**config.mk**
```make
export PLATFORM = sky130hd
export DESIGN_NAME = adc_pin_reader
export DESIGN_NICKNAME = d
export VERILOG_FILES = /design/src/rtl/adc_rd_pkg.sv /design/src/rtl/adc_rd_sync.sv /design/src/rtl/adc_rd_tick.sv /design/src/rtl/adc_pin_reader.sv
export SDC_FILE = /design/constraint.sdc
export NUM_CORES = 1
export LEC_CHECK = 0
export BUFFER_PORTS_ARGS = -buffer_cell sky130_fd_sc_hd__buf_2
export CELL_PAD_IN_SITES_DETAIL_PLACEMENT = 1
export CELL_PAD_IN_SITES_GLOBAL_PLACEMENT = 2
export CORE_ASPECT_RATIO = 0.8
export CORE_MARGIN = 2
export CORE_UTILIZATION = 35
export CTS_CLUSTER_DIAMETER = 150
export DETAILED_ROUTE_END_ITERATION = 8
export GPL_TIMING_DRIVEN = 0
export PLACE_DENSITY = 0.89
export SYNTH_ARGS = -nofsm -noshare
export SYNTH_HDL_FRONTEND = slang
export SYNTH_SLANG_ARGS = --single-unit
```
**constraint.sdc**
```tcl
create_clock -name clk -period 2.1 [get_ports clk]
set_input_delay 0.105 -clock clk [delete_from_list [all_inputs] [get_ports clk]]
set_output_delay 0.105 -clock clk [all_outputs]
set_load 0.005 [all_outputs]
```
**src/rtl/adc_rd_pkg.sv**
```systemverilog
package adc_rd_pkg;
   typedef enum logic [0:0] {
      RD_IDLE  = 1'b0,
      RD_SHIFT = 1'b1
   } rd_state_t;
endpackage

```
**src/rtl/adc_rd_sync.sv**
```systemverilog
module adc_rd_sync #(
   parameter int STAGES = 2
) (
   input  logic clk,
   input  logic rst,
   input  logic din,
   output logic dout
);
   generate
      if (STAGES < 2) begin : g_bad
         $error("adc_rd_sync: STAGES must be at least 2");
      end
   endgenerate

   logic [STAGES-1:0] chain;

   genvar gi;
   generate
      for (gi = 0; gi < STAGES; gi++) begin : g_stage
         if (gi == 0) begin : g_first
            always_ff @(posedge clk) begin
               if (rst) chain[0] <= 1'b0;
               else     chain[0] <= din;
            end
         end else begin : g_next
            always_ff @(posedge clk) begin
               if (rst) chain[gi] <= 1'b0;
               else     chain[gi] <= chain[gi-1];
            end
         end
      end
   endgenerate

   assign dout = chain[STAGES-1];
endmodule

```
**src/rtl/adc_rd_tick.sv**
```systemverilog
module adc_rd_tick #(
   parameter int HALF = 4
) (
   input  logic clk,
   input  logic rst,
   input  logic en,
   output logic tick
);
   localparam int DW = (HALF > 2) ? $clog2(HALF) : 1;
   localparam logic [DW-1:0] TOP = DW'(HALF - 1);

   generate
      if (HALF < 3) begin : g_bad
         $error("adc_rd_tick: HALF must be at least 3");
      end
   endgenerate

   logic [DW-1:0] cnt;

   assign tick = en && (cnt == TOP);

   always_ff @(posedge clk) begin
      if (rst || !en || tick) cnt <= '0;
      else                    cnt <= cnt + DW'(1);
   end

   a_r3_tick_needs_enable: assert property (@(posedge clk) disable iff (rst)
      !en |=> !tick);
endmodule

```
**src/rtl/adc_pin_reader.sv**
```systemverilog
module adc_pin_reader #(
   parameter int DATA_W      = 24,
   parameter int HALF_DIV    = 4,
   parameter int SYNC_STAGES = 2
) (
   input  logic                     clk,
   input  logic                     rst,
   input  logic                     park_en,
   input  logic                     shared_in,
   output logic                     sclk,
   output logic signed [DATA_W-1:0] word,
   output logic                     word_valid
);
   import adc_rd_pkg::*;

   localparam int CW = $clog2(DATA_W + 2);
   localparam logic [CW-1:0] LAST_PLAIN  = CW'(DATA_W);
   localparam logic [CW-1:0] LAST_PARKED = CW'(DATA_W + 1);

   generate
      if (DATA_W < 2) begin : g_bad_w
         $error("adc_pin_reader: DATA_W must be at least 2");
      end
      if (HALF_DIV < SYNC_STAGES + 1) begin : g_bad_div
         $error("adc_pin_reader: HALF_DIV too small for synchronizer latency");
      end
   endgenerate

   rd_state_t          state;
   logic               pin_s;
   logic               tick;
   logic               armed;
   logic               park_q;
   logic               sclk_q;
   logic [CW-1:0]      pulses;
   logic [CW-1:0]      pulses_nx;
   logic [CW-1:0]      last;
   logic [DATA_W-1:0]  sh;
   logic [DATA_W-1:0]  word_q;
   logic               valid_q;

   adc_rd_sync #(.STAGES(SYNC_STAGES)) u_sync (
      .clk (clk),
      .rst (rst),
      .din (shared_in),
      .dout(pin_s)
   );

   adc_rd_tick #(.HALF(HALF_DIV)) u_tick (
      .clk (clk),
      .rst (rst),
      .en  (state == RD_SHIFT),
      .tick(tick)
   );

   assign pulses_nx = pulses + CW'(1);
   assign last      = park_q ? LAST_PARKED : LAST_PLAIN;

   always_ff @(posedge clk) begin
      if (rst) begin
         state   <= RD_IDLE;
         armed   <= 1'b0;
         park_q  <= 1'b0;
         sclk_q  <= 1'b0;
         pulses  <= '0;
         sh      <= '0;
         word_q  <= '0;
         valid_q <= 1'b0;
      end else begin
         valid_q <= 1'b0;
         case (state)
            RD_IDLE: begin
               if (pin_s) begin
                  armed <= 1'b1;
               end else if (armed) begin
                  state  <= RD_SHIFT;
                  armed  <= 1'b0;
                  park_q <= park_en;
                  pulses <= '0;
               end
            end
            RD_SHIFT: begin
               if (tick) begin
                  if (!sclk_q) begin
                     sclk_q <= 1'b1;
                  end else begin
                     sclk_q <= 1'b0;
                     pulses <= pulses_nx;
                     if (pulses < LAST_PLAIN)
                        sh <= {sh[DATA_W-2:0], pin_s};
                     if (pulses_nx == last) begin
                        state   <= RD_IDLE;
                        valid_q <= 1'b1;
                        word_q  <= (pulses < LAST_PLAIN) ? {sh[DATA_W-2:0], pin_s} : sh;
                     end
                  end
               end
            end
            default: state <= RD_IDLE;
         endcase
      end
   end

   assign sclk       = sclk_q;
   assign word       = word_q;
   assign word_valid = valid_q;

   a_r1_reset_idle: assert property (@(posedge clk)
      rst |=> (!sclk_q && !valid_q && state == RD_IDLE));

   a_r2_high_line_no_start: assert property (@(posedge clk) disable iff (rst)
      (state == RD_IDLE && pin_s) |=> state == RD_IDLE);

   a_r3_idle_low: assert property (@(posedge clk) disable iff (rst)
      state == RD_IDLE |-> !sclk_q);

   a_r3_edges_on_tick: assert property (@(posedge clk) disable iff (rst)
      !tick |=> $stable(sclk_q));

   a_r4_pulse_bound: assert property (@(posedge clk) disable iff (rst)
      pulses <= LAST_PARKED);

   a_r6_valid_single: assert property (@(posedge clk) disable iff (rst)
      valid_q |=> !valid_q);

   a_r6_word_held: assert property (@(posedge clk) disable iff (rst)
      !valid_q |-> $stable(word_q));
endmodule

```
==> run metrics <==
Mapped Area 2770 um^2; slowest library cell on the worst path dfxtp_1; Yosys reg bits 62; Worst-path clk slew 70 ps; Worst Skew 5.93 ps; Layout Nets between 300 and 400; Slew headroom 65.0%; post-route minimum period 2000 ps; Syn-to-layout area delta 20.0%; Leak Pwr 1.30 nW; GRT Total Usage 16.3%; post-synthesis net count about 330; endpoint class of the critical path flip-flop; status completed; final wirelength 6.60 mm; Cell variety after synth 30; total die area 8650 um^2; Clock Sink Count 62; worst-path fanout max 10; # DRC 0; DR vias 2,315; WP data required 2330 ps; Via density about 4.8; DP HPWL ~4.3 mm; gpl congestion 0.755; CTS Buf Count 9; worst-margin pin slew 526 ps; R2R Path End word[22]; crit-path leading delay family simple AND/OR/NAND/NOR gates; Post-DRT Antenna Nets 0; DIE WIDTH around 100 um; Comb pwr share 2.0%; floorplan core area 7530 um^2; Crit path depth 6; worst min-delay path category input pin to flip-flop; Die Span Y 83.6 um; Sw Pwr 0.000512 W; peak supply drop 0.000343 V; Synth Instances 325; Flop pwr share 49.2%; clk buf depth 2; Critical Path Source Type flip-flop; Placed Cells incl. Taps 458; Worst R2R Start u_tick.cnt[0]; drt first pass iters 4; R2R depth 6; flop-to-flop setup slack 100 ps; CP Capture Point word[22]; category of the most critical setup path flip-flop to flip-flop; Max Freq approximately 0.50 GHz; placed cell area 3040 um^2; max_cap viols 0; antenna cells 0; root buffer cell clkbuf_8; TritonCTS clock tree built; WP data arrival between 2000 and 2500 ps; final slew viol count 0; wire per inst 13.8 um; Final Instance Area roughly 3300 um^2; initial antenna violation count 0; worst path bufs/invs 1; Power Dens Cells roughly 720 nW/um^2; total congestion overflow 0; clk_lat worst skew 340 ps; first-pass GRT wire length 11.0 mm; site row count 28; # IOs 30; Initial Utilization 36.8%; port bufs 28; Finished Layout Cells 480; drt first-iter violations just over 80; proportion of layout cells with a drive suffix above 1 21.6%; CP Cell Sequence ha_1 -> nand3_4 -> nor4_4 -> nand3_2 -> buf_6 -> mux2_4; critical path startpoint u_tick.cnt[0]; final-report setup violation count 0; pin count of the biggest net entering global routing 11; clock power share 48.8%; vias in the first global route 2,269; max incr delay on CP 340 ps; Pint 0.00189 W; final worst-path cycle share around 95%; Yosys Warn Count 0; sw frac a little over a fifth; Avg Synthesized Cell Area 8.53 um^2; Seq/Total Area, Yosys 44.8%; H-tree Lvls 3; Final Hold Fails 0
==> cell type report <==
class                   instances  area [um^2]
clock buffers                  12          145
multi-input cells             241         1450
repair buffers                 34          190
clock inverters                 4         70.1
flip-flops and latches         62         1240
well taps                     105          131
plain buffers                  21         98.8
inverters                       1         3.75
fillers                       912         4210
==> worst register-to-register path, delay by kind of cell (launching register included) <==
kind                     cells  cell delay [ps]
multiplexers                 1              300
flip-flops                   1              340
buffers and inverters        1              240
AND/OR/NAND/NOR              3              730
adder cells (fa/ha/maj)      1              280
==> Yosys cell counts <==
| cell type | count | area [um^2] |
|---|---|---|
| a21oi_1 | 53 | 265 |
| a22oi_1 | 1 | 7.51 |
| a311oi_1 | 1 | 8.76 |
| and2_1 | 3 | 18.8 |
| and3_1 | 1 | 6.26 |
| and4bb_2 | 1 | 12.5 |
| buf_1 | 1 | 3.75 |
| buf_4 | 1 | 7.51 |
| buf_6 | 2 | 22.5 |
| clkbuf_1 | 17 | 63.8 |
| dfxtp_1 | 62 | 1240 |
| ha_1 | 2 | 25.0 |
| inv_1 | 1 | 3.75 |
| mux2_2 | 5 | 56.3 |
| mux2_4 | 19 | 285 |
| mux2i_1 | 2 | 20.0 |
| nand2_1 | 99 | 372 |
| nand3_1 | 2 | 10.0 |
| nand3_2 | 1 | 10.0 |
| nand3_4 | 1 | 17.5 |
| nand3b_1 | 1 | 7.51 |
| nor2_1 | 9 | 33.8 |
| nor2b_1 | 26 | 163 |
| nor3b_1 | 2 | 15.0 |
| nor4_2 | 1 | 12.5 |
| nor4b_1 | 1 | 8.76 |
| o21ai_0 | 3 | 15.0 |
| or3_2 | 2 | 15.0 |
| xnor2_1 | 3 | 26.3 |
| xor2_1 | 2 | 17.5 |
==> kinds of logic (layout without fill, tap and decap cells) <==
logic type | count (synthesis) | after routing | share of synthesized area [%]
AND/OR/NAND/NOR | 150 | 150 | 25.3
flip-flops | 62 | 62 | 44.8
AO/OA/AOI/OAI | 58 | 58 | 10.7
multiplexers | 26 | 26 | 13.0
buffers and inverters | 22 | 72 | 3.66
XOR/XNOR | 5 | 5 | 1.58
adder cells (fa/ha/maj) | 2 | 2 | 0.903
==> timing repair <==
item                                    CTS  global route
buffers inserted                          0             4
hold buffers                              2             0
endpoints found under the setup margin    0            21
resized for setup                         0             4
endpoints found under the hold margin     2             0
==> flip-flops by register name, indices dropped and copies added, names as in the netlist <==
signal,count
word_valid,1
state,1
park_q,1
sh,24
sclk,1
u_sync.chain,1
u_tick.cnt,2
word,24
u_sync.dout,1
pulses,5
armed,1
==> per-stage QoR <==
stage | worst slack, ps | util, % | hold WS (ps) | TNS, ps | power [W]
after floorplan | 294 | - | 233 | 0 | 0.00124
after global placement | 84.6 | 40.4 | 314 | 0 | 0.00125
after CTS | 25.2 | 43.5 | 310 | 0 | 0.00244
after detailed placement | 68.7 | 40.4 | 320 | 0 | 0.00126
final | 99.9 | 44.2 | 317 | 0 | 0.00240
after global routing | -10.8 | 44.2 | 360 | -82.4 | 0.00250
==> power groups by stage <==
stage	clock network, W	registers (W)	logic, W
CTS	0.00121	0.00118	0.0000501
global placement	0	0.00121	0.0000459
global route	0.00126	0.00118	0.0000552
floorplan	0	0.00121	0.0000300
finish	0.00117	0.00118	0.0000483
detailed placement	0	0.00121	0.0000470
==> cells in the final DEF, fill, tap and decap left out, types with 3 or more instances in the layout <==
cell type  count
nand2_1       99
dfxtp_1       62
a21oi_1       53
buf_2         28
nor2b_1       26
mux2_4        19
clkbuf_1      18
clkbuf_8      10
nor2_1         9
buf_4          5
mux2_2         5
o21ai_0        3
and2_1         3
==> worst min-delay path by stage <==
| stage | startpoint | endpoint | slack [ps] | cells past startpoint |
|---|---|---|---|---|
| 6_report | rst | word[7] | 320 | 3 |
| 5_1_grt | rst | word[9] | 360 | 3 |
| 4_1_cts | rst | word[7] | 310 | 3 |
| 3_5_place_dp | shared_in | u_sync.chain[0] | 320 | 2 |
| 3_3_place_gp | shared_in | u_sync.chain[0] | 310 | 2 |
| 2_1_floorplan | shared_in | u_sync.chain[0] | 230 | 1 |
==> routing by layer <==
| layer | routed length [um] | track usage, % |
|---|---|---|
| met3 | 282 | 5.78 |
| met1 | 3250 | 21.3 |
| met5 | 0 | 0 |
| met4 | 49 | 3.95 |
| met2 | 3020 | 25.3 |
No activity file was read; power rests on OpenSTA's default activity.
